==> config.mk <==
export PLATFORM = sky130hd
export DESIGN_NAME = cmp_uptimer
export DESIGN_NICKNAME = d
export VERILOG_FILES = /design/src/rtl/uptimer_pkg.sv /design/src/rtl/uptimer_clip.sv /design/src/rtl/uptimer_regs.sv /design/src/rtl/uptimer_count.sv /design/src/rtl/cmp_uptimer.sv
export SDC_FILE = /design/constraint.sdc
export NUM_CORES = 1
export LEC_CHECK = 0
export BUFFER_PORTS_ARGS = -buffer_cell sky130_fd_sc_hd__buf_4
export CAP_MARGIN = 15
export CORE_UTILIZATION = 45
export CTS_BUF_LIST = sky130_fd_sc_hd__clkbuf_2 sky130_fd_sc_hd__clkbuf_4 sky130_fd_sc_hd__clkbuf_8
export CTS_CLUSTER_SIZE = 28
export DETAILED_ROUTE_END_ITERATION = 7
export HOLD_SLACK_MARGIN = 0.12
export PLACE_DENSITY = 0.78
export SYNTH_ARGS = -nofsm -noshare
export SYNTH_HDL_FRONTEND = slang
export SYNTH_HIERARCHICAL = 1
export SYNTH_SLANG_ARGS = --single-unit
==> constraint.sdc <==
create_clock -name clk_i -period 3.9 [get_ports clk_i]
set_input_delay 0.39 -clock clk_i [delete_from_list [all_inputs] [get_ports clk_i]]
set_output_delay 0.39 -clock clk_i [all_outputs]
set_load 0.02 [all_outputs]
==> src/rtl/uptimer_pkg.sv <==
package uptimer_pkg;

    localparam int RUN_BIT  = 0;
    localparam int REP_BIT  = 1;
    localparam int CTRL_W   = 2;

    typedef struct packed {
        logic rep;
        logic run;
    } ctrl_t;

endpackage

==> src/rtl/uptimer_clip.sv <==
module uptimer_clip #(
    parameter int W = 32
) (
    input  logic [W-1:0] val_i,
    input  logic [W-1:0] lim_i,
    output logic [W-1:0] val_o
);
    always_comb begin
        if (val_i > lim_i) val_o = lim_i;
        else               val_o = val_i;
    end
endmodule

==> src/rtl/uptimer_regs.sv <==
module uptimer_regs
    import uptimer_pkg::*;
#(
    parameter int W = 32
) (
    input  logic              clk_i,
    input  logic              rst_ni,
    input  logic              ctrl_wr_i,
    input  logic [CTRL_W-1:0] ctrl_data_i,
    input  logic              cmp_wr_i,
    input  logic [W-1:0]      cmp_data_i,
    input  logic              hit_i,
    output ctrl_t             ctrl_o,
    output logic [W-1:0]      cmp_o
);
    typedef struct packed {
        ctrl_t        ctrl;
        logic [W-1:0] cmp;
    } regs_t;

    regs_t st_d, st_q;

    always_comb begin
        st_d = st_q;
        if (hit_i && !st_q.ctrl.rep) st_d.ctrl.run = 1'b0;
        if (ctrl_wr_i) begin
            st_d.ctrl.run = ctrl_data_i[RUN_BIT];
            st_d.ctrl.rep = ctrl_data_i[REP_BIT];
        end
        if (cmp_wr_i) st_d.cmp = cmp_data_i;
    end

    always_ff @(posedge clk_i) begin
        if (!rst_ni) st_q <= '0;
        else         st_q <= st_d;
    end

    assign ctrl_o = st_q.ctrl;
    assign cmp_o  = st_q.cmp;


    oneshot_stop_chk: assert property (@(posedge clk_i) disable iff (!rst_ni)
        hit_i && !ctrl_o.rep && !ctrl_wr_i |=> !ctrl_o.run);


    ctrl_write_wins_chk: assert property (@(posedge clk_i) disable iff (!rst_ni)
        ctrl_wr_i |=> ctrl_o == $past(ctrl_data_i));


    cmp_hold_chk: assert property (@(posedge clk_i) disable iff (!rst_ni)
        !cmp_wr_i |=> $stable(cmp_o));
endmodule

==> src/rtl/uptimer_count.sv <==
module uptimer_count #(
    parameter int W = 32
) (
    input  logic         clk_i,
    input  logic         rst_ni,
    input  logic         run_i,
    input  logic         rep_i,
    input  logic [W-1:0] cmp_i,
    input  logic         cnt_wr_i,
    input  logic [W-1:0] cnt_data_i,
    output logic [W-1:0] count_o,
    output logic         hit_o,
    output logic         irq_o
);
    typedef struct packed {
        logic [W-1:0] count;
        logic         irq;
    } cnt_t;

    cnt_t         st_d, st_q;
    logic [W-1:0] clipped;
    logic         hit;

    uptimer_clip #(.W(W)) i_clip (
        .val_i (cnt_data_i),
        .lim_i (cmp_i),
        .val_o (clipped)
    );

    always_comb begin
        st_d = st_q;
        hit  = run_i && (st_q.count == cmp_i);
        st_d.irq = hit;
        if (cnt_wr_i) begin
            st_d.count = clipped;
        end else if (hit) begin
            if (rep_i) st_d.count = '0;
        end else if (run_i) begin
            st_d.count = st_q.count + W'(1);
        end
    end

    always_ff @(posedge clk_i) begin
        if (!rst_ni) st_q <= '0;
        else         st_q <= st_d;
    end

    assign count_o = st_q.count;
    assign hit_o   = hit;
    assign irq_o   = st_q.irq;


    count_step_chk: assert property (@(posedge clk_i) disable iff (!rst_ni)
        run_i && (count_o != cmp_i) && !cnt_wr_i |=> count_o == $past(count_o) + W'(1));


    count_hold_chk: assert property (@(posedge clk_i) disable iff (!rst_ni)
        !run_i && !cnt_wr_i |=> $stable(count_o));


    wrap_zero_chk: assert property (@(posedge clk_i) disable iff (!rst_ni)
        run_i && rep_i && (count_o == cmp_i) && !cnt_wr_i |=> count_o == '0);


    clip_limit_chk: assert property (@(posedge clk_i) disable iff (!rst_ni)
        cnt_wr_i |=> count_o <= $past(cmp_i));


    irq_needs_run_chk: assert property (@(posedge clk_i) disable iff (!rst_ni)
        irq_o |-> $past(run_i));
endmodule

==> src/rtl/cmp_uptimer.sv <==
module cmp_uptimer
    import uptimer_pkg::*;
#(
    parameter int W = 32
) (
    input  logic         clk_i,
    input  logic         rst_ni,
    input  logic         ctrl_wr_i,
    input  logic         cmp_wr_i,
    input  logic         cnt_wr_i,
    input  logic [W-1:0] wdata_i,
    output logic [1:0]   ctrl_o,
    output logic [W-1:0] cmp_o,
    output logic [W-1:0] count_o,
    output logic         irq_o
);
    ctrl_t        ctrl_q;
    logic [W-1:0] cmp_q;
    logic         hit;

    uptimer_regs #(.W(W)) i_regs (
        .clk_i       (clk_i),
        .rst_ni      (rst_ni),
        .ctrl_wr_i   (ctrl_wr_i),
        .ctrl_data_i (wdata_i[CTRL_W-1:0]),
        .cmp_wr_i    (cmp_wr_i),
        .cmp_data_i  (wdata_i),
        .hit_i       (hit),
        .ctrl_o      (ctrl_q),
        .cmp_o       (cmp_q)
    );

    uptimer_count #(.W(W)) i_count (
        .clk_i      (clk_i),
        .rst_ni     (rst_ni),
        .run_i      (ctrl_q.run),
        .rep_i      (ctrl_q.rep),
        .cmp_i      (cmp_q),
        .cnt_wr_i   (cnt_wr_i),
        .cnt_data_i (wdata_i),
        .count_o    (count_o),
        .hit_o      (hit),
        .irq_o      (irq_o)
    );

    assign ctrl_o = ctrl_q;
    assign cmp_o  = cmp_q;


    irq_at_match_chk: assert property (@(posedge clk_i) disable iff (!rst_ni)
        irq_o |-> $past(count_o) == $past(cmp_o));
endmodule

## After elaboration in Yosys (flattened, before gate mapping)

Cells that the tools add are included.

| word-level totals | value |
|---|---|
| latch bits | 0 |
| memory bits (writable) | 0 |
| word-level logic and storage cells | 22 |
| memories | 0 |
| memory bits (read-only) | 0 |
| output and inout bits | 67 |
| register bits | 67 |
| input port bits | 37 |

| cells by class | value |
|---|---|
| eq/ne operators | 2 |
| shifts and indexed selects | 0 |
| reductions and logical operators | 6 |
| bitwise logic cells | 0 |
| divide/modulo/power cells | 0 |
| add/subtract/negate cells | 1 |
| multipliers | 0 |
| multiplexer cells | 7 |
| order comparisons | 1 |

Operators with widths:

| operator | count |
|---|---|
| $mux 32 | 5 |
| $add 32x1->32 const B | 1 |
| $eq 32x32->1 | 1 |
| $gt 32x32->1 | 1 |
| $ne 3x3->1 const B | 1 |
| $reduce_bool 3->1 | 1 |
| $logic_and 1x1->1 | 2 |
| $mux 1 | 2 |
| $reduce_and 2->1 | 1 |
| $reduce_bool 2->1 | 1 |
| $logic_not 1->1 | 1 |

## Depth between registers and ports, before layout

| logic depth | value |
|---|---|
| depth in word-level cells | 5 |
| mapped depth | 14 |
| gate-level depth less buffers | 13 |

## Modules after synthesis

Netlist, hierarchy kept.

By module, submodules not included:

| module | instances | area an instance (µm²) | seq. area each (µm²) | cells an instance |
|---|---|---|---|---|
| uptimer_count | 1 | 2636.3 | 660.6 | 338 |
| uptimer_clip | 1 | 1343.8 | 0.0 | 148 |
| uptimer_regs | 1 | 1325.0 | 680.7 | 111 |

## Least setup slack after synthesis

No wires, ideal clock.

| timing | value |
|---|---|
| path kind | reg2reg |
| start | register i_regs.st_q, in the netlist i_regs/cmp_o[9] |
| end | register i_count.st_q, in the netlist i_count/count_o[10] |
| slack | 0.867 ns |
| arrival time | 2.909 ns |
| buffers on the path | 1 |
| data required time | 3.776 ns |
| cell stages (with the launch flop) | 14 |
| setup time | 0.124 ns |
| period minus slack after synthesis | 3.033 ns |
| path through | dfxtp_1 > inv_1 > ha_1 > a21o_1 > nand3_2 > a21oi_1 > or4_4 > a22oi_4 > buf_6 > mux2_4 > a221o_1 > nand2_1 > a211oi_1 > a21boi_0 |

| on the way | value |
|---|---|
| elaborated cells on any way between the ends | 9 |
| those cells by class | order compare: 1; eq/ne: 2; mux: 3; reduce/logical: 3 |

RTL lines:

| element | RTL line | RTL |
|---|---|---|
| start: declaration | uptimer_regs.sv:21 | `regs_t st_d, st_q;` |
| start signal: assignment | uptimer_regs.sv:35 | `else st_q <= st_d;` |
| $gt 32x32->1 | uptimer_clip.sv:9 | `if (val_i > lim_i) val_o = lim_i;` |
| $mux 32 | uptimer_clip.sv:9 |  |
| named net i_count.clipped[10] | uptimer_count.sv:21 | `logic [W-1:0] clipped;` |
| $mux 32 | uptimer_count.sv:34 | `if (cnt_wr_i) begin` |
| end signal: assignment | uptimer_count.sv:45 | `else st_q <= st_d;` |
| end: declaration | uptimer_count.sv:20 | `cnt_t st_d, st_q;` |

The timed path passes the listed nets, and every way through them passes these cells.
A chain may end at the register's enable or synchronous reset.

## Worst setup path in the final report

| timing | value |
|---|---|
| start | register i_regs.st_q, in the netlist i_regs/cmp_o[10] |
| end | register i_count.st_q, in the netlist i_count/count_o[8] |

The elaborated chain is that of the path after synthesis.

==> results.ini <==
[synthesis]
yosys_warnings=6
async_flop_share=0
syn_avg_cell_area_um2=8.89
synth_cell_type_count=65
postSynthCellCount=597
synth_fp_nets=667
synth_area_um2=5310
seq_area_frac_synth=0.253
synth_edf_count=0
synth_flop_cell=dfxtp_1
ys_seq_elements=67

[power_and_ir_drop]
vdd_drop_max_mv=0.147
p_per_area_nw_per_um2=324
p_leak_nw=2.60
total_power_mw=2.02

[die]
start_util=0.463
die_area_um2=12200
ios=104
fp.dieH_um=111
core_area_um2=11500
die_w_um=111
rows=39

[worst_setup_path]
required_ns=4.14
path_cells=inv_1 > ha_1 > nand4_1 > nor3_1 > a21boi_2 > or4_4 > a22oi_4 > buf_12 > mux2_4 > a21oi_1 > o21ai_0 > o21ai_0 > a31o_2 > nor4b_2
cp-start-kind=flip-flop
cp.arrival_ns=3.45
cp_common_cell=o21ai_0
path_class=flip-flop to flip-flop
critPathSlowestCell=dfxtp_1
critPathMaxFanout=23
max_stage_delay_ns=0.47
endpoint_kind=flip-flop

[sta]
fmax_ghz=0.311
fin_crit_sh=0.823
drv_slew=0
hold_violations=0
skew_ns=0.00891
setup-tns-final_ns=0
period_minus_slack_ns=3.21
rsz0062_at_grt=no
finalSetupViolations=0
slew-limit-headroom=0.395
worstMarginPinSlew_ns=0.908

[layout]
fin_util=0.543
area_growth_syn_to_layout_pct=17.5
final_cell_mix=buf_4, dfxtp_1, inv_1, mux2i_1
stdcell_count=823
drive_gt1_frac=0.249
final_common_cell=buf_4
diodes=0
nets=745

[clocking]
cts_setup_buffers=0
cts.sink_count=67
cts_made_buffers=9
clk_latency_ns=0.36
holdBufCountCts=0
clockBufferDepth=2
cts_resized=0
cts-htree-levels=3
clk_pin_slew_ns=0.08
ctsRootBufferMaster=clkbuf_8
cts_tree=built

[drt]
drtIter0Drc=369
wl_per_cell_um=19.6
drc=0
wl_um=16100
firstDrtPassIters=5
routed_via_density=6.14
antenna_left=0
num_vias=5052

[global_route]
grt-ovfl-total=0
grt_max_degree=71
antenna_found_initial=0
grt_use_total=0.262
grt_pass1_vias=4928
grt_pass1_wl_um=25700

[placement]
place_inst=807
dpl.hpwl_um=11800
portBuffers=103
gp_congestion=0.899

[hold_path]
holdCritPathClass=input pin to flip-flop

[job]
cap_violations=0

[status]
run_status=finished clean

## registers in the layout (all words and copies together), names as in the netlist
| register | cells |
|---|---|
| i_count/irq_o | 1 |
| i_count/count_o | 32 |
| i_regs/ctrl_o | 2 |
| i_regs/cmp_o | 32 |
## routing by layer
| layer | vias to the layer above | wire, um | global-route usage |
|---|---|---|---|
| met2 | 235 | 7500 | 0.421 |
| met3 | 52 | 1020 | 0.0538 |
| met5 | - | 0 | 0 |
| met4 | 0 | 686 | 0.145 |
| met1 | 2412 | 6920 | 0.326 |
| li1 | 2353 | - | - |
## worst max-delay path, delay by kind of cell (launching register included)
kind                       cells  cell delay, ns
AOI/OAI and AO/OA              6            0.88
adders and majority gates      1            0.31
buffers and inverters          2            0.34
DFF                            1            0.47
muxes                          1            0.33
and+or+nand+nor                4            0.77
## final cells by class
class                      instances  area [um^2]
multi-input combinational        448         3530
clock buffer                      15          194
sequential                        67         1340
inverter                          40          150
fill                            1019         5240
clock inverter                     1         5.00
tap                              143          179
timing repair buffer             109          831
## per-stage QoR
| step | cell area, um^2 | hold WS (ns) | setup WS, ns |
|---|---|---|---|
| after global routing | 6230 | 0.307 | 0.432 |
| final | 6230 | 0.309 | 0.689 |
| after floorplan | 5310 | 0.518 | 0.867 |
| after CTS | 6230 | 0.303 | 0.714 |
| after detailed placement | 6030 | 0.508 | 0.693 |
| after global placement | 6030 | 0.521 | 0.707 |
## cell families after synthesis
family          synth area share
fa+ha+maj                 0.0778
mux                        0.155
flops                      0.253
simple gates               0.216
compound gates             0.163
buf+inv                   0.0816
xor+xnor                  0.0545
## report_power, final
group	total, mW	internal, mW	switching (mW)
registers	0.811	0.728	0.0832
logic	0.607	0.294	0.313
clock network	0.601	0.315	0.286
## cells in the mapped netlist (3+ instances only)
library cell / n / share of area
nand2_1: 34 / 0.024
o2bb2ai_1: 9 / 0.015
inv_1: 40 / 0.028
and4_1: 4 / 0.0066
nand4_1: 26 / 0.031
and3_1: 15 / 0.018
o21ai_0: 16 / 0.015
nor3_1: 12 / 0.011
a21oi_1: 23 / 0.022
nor2_1: 20 / 0.014
a31o_2: 3 / 0.0050
mux2i_1: 35 / 0.066
clkbuf_1: 22 / 0.016
a21boi_0: 4 / 0.0057
buf_12: 3 / 0.011
xnor2_1: 33 / 0.054
nor4_1: 4 / 0.0047
buf_2: 6 / 0.0057
dfxtp_1: 67 / 0.25
o41ai_1: 14 / 0.023
nand3_1: 32 / 0.030
mux2_4: 30 / 0.085
a32o_1: 12 / 0.023
and2_1: 3 / 0.0035
ha_1: 33 / 0.078
a211oi_1: 3 / 0.0042
buf_6: 7 / 0.015
nand2b_1: 3 / 0.0035
nor2b_1: 34 / 0.040
## final timing paths
check | start | to | slack [ns] | cells after the start
max | i_regs/cmp_o[10] | i_count/count_o[8] | 0.69 | 14
min | wdata_i[12] | i_regs/cmp_o[12] | 0.31 | 3
max reg2reg | i_regs/cmp_o[10] | i_count/count_o[8] | 0.69 | 14
min reg2reg | i_count/count_o[31] | i_count/count_o[31] | 0.53 | 2
No activity file was read; power rests on OpenSTA's default activity.
